$ cat config.mk
export PLATFORM = sky130hd
export DESIGN_NAME = ctr_user_gate
export DESIGN_NICKNAME = d
export VERILOG_FILES = /design/src/rtl/ctr_user_gate.sv
export SDC_FILE = /design/constraint.sdc
export NUM_CORES = 1
export LEC_CHECK = 0
export BUFFER_PORTS_ARGS = -buffer_cell sky130_fd_sc_hd__buf_2
export CAP_MARGIN = 20
export CORE_MARGIN = 10
export CORE_UTILIZATION = 25
export CTS_BUF_LIST = sky130_fd_sc_hd__clkbuf_8 sky130_fd_sc_hd__clkbuf_16
export CTS_CLUSTER_SIZE = 16
export DETAILED_ROUTE_END_ITERATION = 7
export GPL_ROUTABILITY_DRIVEN = 0
export HOLD_SLACK_MARGIN = 0.15
export PLACE_DENSITY = 0.85
export SLEW_MARGIN = 25
export SYNTH_ARGS = -nofsm -noshare
export SYNTH_HDL_FRONTEND = slang
export SYNTH_SLANG_ARGS = --single-unit
$ cat constraint.sdc
create_clock -name clk -period 2.7 [get_ports clk]
set_clock_uncertainty 0.2 [all_clocks]
set_input_delay 0.405 -clock clk [delete_from_list [all_inputs] [get_ports clk]]
set_output_delay 0.405 -clock clk [all_outputs]
set_load 0.02 [all_outputs]
$ cat src/rtl/ctr_user_gate.sv
module ctr_user_gate (
  input  logic        clk,
  input  logic        rst_n,
  input  logic        req_valid,
  input  logic        req_write,
  input  logic [3:0]  req_cp,
  input  logic [2:0]  req_op1,
  input  logic [3:0]  req_crn,
  input  logic [3:0]  req_crm,
  input  logic [2:0]  req_op2,
  input  logic [31:0] req_wdata,
  input  logic [1:0]  cur_level,
  input  logic        hyp_on,
  input  logic        hyp_wide,
  input  logic        hyp_grp_trap,
  input  logic        hyp_cnt_trap,
  input  logic [1:0]  hyp_host,
  input  logic        mon_present,
  input  logic        mon_wide,
  input  logic        mon_cnt_trap,
  output logic [31:0] rd_data,
  output logic        trap_valid,
  output logic [1:0]  trap_level,
  output logic        trap_hyp_style,
  output logic [5:0]  trap_class,
  output logic        user_en
);
  localparam logic [5:0] TRAP_CLASS = 6'h03;

  logic hit, en_q;
  logic chk_grp_wide, chk_grp_narrow, chk_hyp_cnt, chk_mon_cnt;
  logic fire;
  logic [1:0] lvl;
  logic style;

  assign hit = req_cp == 4'd15 && req_op1 == 3'd0 && req_crn == 4'd13 &&
               req_crm == 4'd2 && req_op2 == 3'd3;

  assign chk_grp_wide   = hyp_on && hyp_wide && hyp_grp_trap &&
                          (cur_level == 2'd1 || hyp_host != 2'b11);
  assign chk_grp_narrow = hyp_on && !hyp_wide && hyp_grp_trap;
  assign chk_hyp_cnt    = hyp_on && hyp_wide && hyp_cnt_trap;
  assign chk_mon_cnt    = mon_present && mon_wide && mon_cnt_trap;

  always_comb begin
    fire  = 1'b0;
    lvl   = 2'd0;
    style = 1'b0;
    unique case (cur_level)
      2'd0, 2'd1: begin
        if (chk_grp_wide) begin
          fire = 1'b1; lvl = 2'd2;
        end else if (chk_grp_narrow) begin
          fire = 1'b1; lvl = 2'd2; style = 1'b1;
        end else if (chk_hyp_cnt) begin
          fire = 1'b1; lvl = 2'd2;
        end else if (chk_mon_cnt) begin
          fire = 1'b1; lvl = 2'd3;
        end
      end
      2'd2: begin
        if (chk_mon_cnt) begin
          fire = 1'b1; lvl = 2'd3;
        end
      end
      default: ;
    endcase
  end

  assign trap_valid     = req_valid && hit && fire;
  assign trap_level     = trap_valid ? lvl : 2'd0;
  assign trap_hyp_style = trap_valid && style;
  assign trap_class     = trap_valid ? TRAP_CLASS : 6'h00;
  assign rd_data        = (req_valid && hit && !req_write && !fire) ? {31'd0, en_q} : 32'd0;
  assign user_en        = en_q;

  always_ff @(posedge clk or negedge rst_n) begin
    if (!rst_n) en_q <= 1'b0;
    else if (req_valid && req_write && hit && !fire) en_q <= req_wdata[0];
  end

  assert_miss_keeps_R1: assert property (@(posedge clk) disable iff (!rst_n)
    (req_valid && !hit) |=> $stable(user_en));
  assert_write_lands_R2: assert property (@(posedge clk) disable iff (!rst_n)
    (req_valid && req_write && hit && !trap_valid) |=> user_en == $past(req_wdata[0]));
  assert_high_bits_zero_R2: assert property (@(posedge clk) disable iff (!rst_n)
    rd_data[31:1] == 31'd0);
  assert_top_level_free_R8: assert property (@(posedge clk) disable iff (!rst_n)
    (req_valid && cur_level == 2'd3) |-> !trap_valid);
  assert_mon_target_R6: assert property (@(posedge clk) disable iff (!rst_n)
    (trap_valid && trap_level == 2'd3) |-> (mon_cnt_trap && !hyp_cnt_trap || cur_level == 2'd2 || !hyp_on || !hyp_wide));
  assert_strobe_needs_req_R9: assert property (@(posedge clk) disable iff (!rst_n)
    trap_valid |-> (req_valid && trap_class == 6'h03 && trap_level[1]));
  assert_trapped_write_keeps_R10: assert property (@(posedge clk) disable iff (!rst_n)
    (req_valid && req_write && trap_valid) |=> $stable(user_en));
  assert_trapped_read_zero_R10: assert property (@(posedge clk) disable iff (!rst_n)
    trap_valid |-> rd_data == 32'd0);
endmodule

==> results.ini <==
[run_status]
status = completed

[yosys]
syn_area_sq_um = 493
syn_inst = 66
async_flop_share_pct = 100
ys_seq_area_share_pct = 5.08
yosysMostFrequentCell = buf_4
yosys_warnings = 0
synth_edf_count = 0
synth.largest_area_cell = buf_4
synth.avg_cell_area_sq_um = 7.47
ys_ff_latch = 1
synth_commonest_cells = 37 x buf_4, 4 x nand4_1, 4 x nor2_1
synth_area_leaders = buf_4 56%, dfrtp_1 5.1%, nand4_1 5.1%
synth.distinct_cells = 20
synthFlopType = dfrtp_1
yosysTopAreaCellShare_pct = 56.3

[timing]
fin_crit_sh_pct = 82.2
finalSetupViolCount = 0
rsz0062_at_grt = no
finalCriticalPeriod_ns = 2.22
fmax_mhz = 451
fin_setup_tns_ns = 0
holdWs_ns = 0.306
finalHoldViolCount = 0
slew_viol_final = 0

[critical_path]
crit_type = in2out
max_stage_delay_ns = 0.25
critPathLaunch = hyp_cnt_trap
cp-start-kind = primary input
path_delay_family = simple AND/OR/NAND/NOR gates
cpMaxStageDelayCell = nor4b_1
rrSetupSlack_ns = 1.72
cp.depth = 6
crit_required_ns = 2.10
cp_common_cell = buf_2
critical_path.cell_chain = buf_2 -> nand4b_1 -> o2111ai_2 -> and2_1 -> nor4b_1 -> buf_2
arrival_ns = 1.61
cp-end-kind = output port
r2r_end = user_en$_DFFE_PN0P_
ff2ff_path_depth = 1
crit_path_max_fanout = 4
cp_num_buf_inv = 2
r2r-start = user_en$_DFFE_PN0P_

[die]
fp.dieH_um = 64.4
fp.coreArea_sq_um = 1920
dieArea_sq_um = 4150
initial_utilization_pct = 25.7
io_pins = 108
rows = 16
fp.dieW_um = 64.4

[detailed_routing]
antenna_left = 0
viasPerCell = 3.70
via_count = 488
post_drt_wl_per_cell_um = 12.4
wl_mm = 1.64
drt-initial-drc-count = 19
drc_errors = 0
drt-pass1-iter-count = 4

[layout]
nets = 172
largest_register_ffs = 1
multiInputGateArea_sq_um = 307
final_util_pct = 30.8
drive_gt1_share_pct = 41.0
diodes = 0
syn2layout_area_growth_pct = 20.1
fill_cells = 228
design_area_sq_um = 592
seqCellArea_sq_um = 25.0

[grt]
grt_pass1_vias = 575
grt_antenna_before_repair = 0
grt_max_degree = 6
grt_util_all_layers_pct = 6.41
gr-total-overflow = 0
grt_pass1_wl_mm = 2.37

[clock_tree]
cts.reportedPaths.clkPinSlew_ns = 0
insertion_delay_ns = 0
post_cts_buffers = 0

[placement]
portBuffers = 41
place_hpwl_mm = 1.61
placed_area_sq_um = 582

[worst_hold_path]
hold_path_end = user_en$_DFFE_PN0P_
hold_class = reg2reg
worstHoldStart = user_en$_DFFE_PN0P_
hold_depth = 1

[power]
leakage_nw = 0.364
vdd_drop_max_uv = 85.2
p_per_area_nw_per_um2 = 165

[job]
drv_cap = 0

how the worst max path moves through the flow:
stage / end / slack [ns]
floorplan: rd_data[0] / 0.41
global placement: rd_data[0] / 0.45
detailed placement: rd_data[0] / 0.45
CTS: rd_data[0] / 0.44
global route: rd_data[0] / 0.32
finish: rd_data[0] / 0.48
power by group:
group	switching (W)	internal, W	leakage, nW
Clock	0	0	0
Combinational	0.0000590	0.0000232	0.350
Sequential	0.000000000393	0.0000153	0.0140
area by class of cell:
cell class | instances | share of cell area (%)
inverter | 3 | 1.90
sequential | 1 | 4.23
multi-input combinational | 59 | 51.8
timing repair buffer | 42 | 36.4
tap | 27 | 5.71
cells by family after synthesis:
group	Yosys count	share of synthesized area, %
other	1	0.761
and+or+nand+nor	21	28.7
DFF	1	5.08
buffers and inverters	40	58.6
muxes	1	2.28
AOI/OAI and AO/OA	2	4.57
metrics by stage:
step,instances,setup WS [ns],total power [W]
finish,132,0.481,0.0000974
global placement,131,0.455,0.0000926
CTS,132,0.439,0.0000950
floorplan,100,0.412,0.000106
global route,132,0.321,0.000104
detailed placement,131,0.447,0.0000937
what timing repair did:
| item | in CTS | in global routing |
|---|---|---|
| hold buffers | 1 | 0 |
| hold endpoints to repair | 1 | 0 |
| resized for setup | 0 | 0 |
per-layer routing:
metal,wire length [um],GRT usage [%],up-vias
met4,0,0,0
li1,-,-,232
met1,629,6.80,201
met5,0,0,-
met3,341,5.40,0
met2,666,10.2,55
cells in the final DEF, fill, tap and decap left out:
master	instances
dfrtp_1	1
nand4b_1	2
nor4_1	1
nand4bb_1	1
nor4b_2	1
and3_1	1
and4b_1	1
a21o_1	1
nor4b_1	1
and2_1	1
nand2_1	2
inv_1	3
nor2_1	4
o2111ai_2	1
nand4_1	4
conb_1	35
nor3_1	1
mux2_1	1
dlygate4sd3_1	1
nor3b_1	1
buf_2	41
No activity file was read; power rests on OpenSTA's default activity.
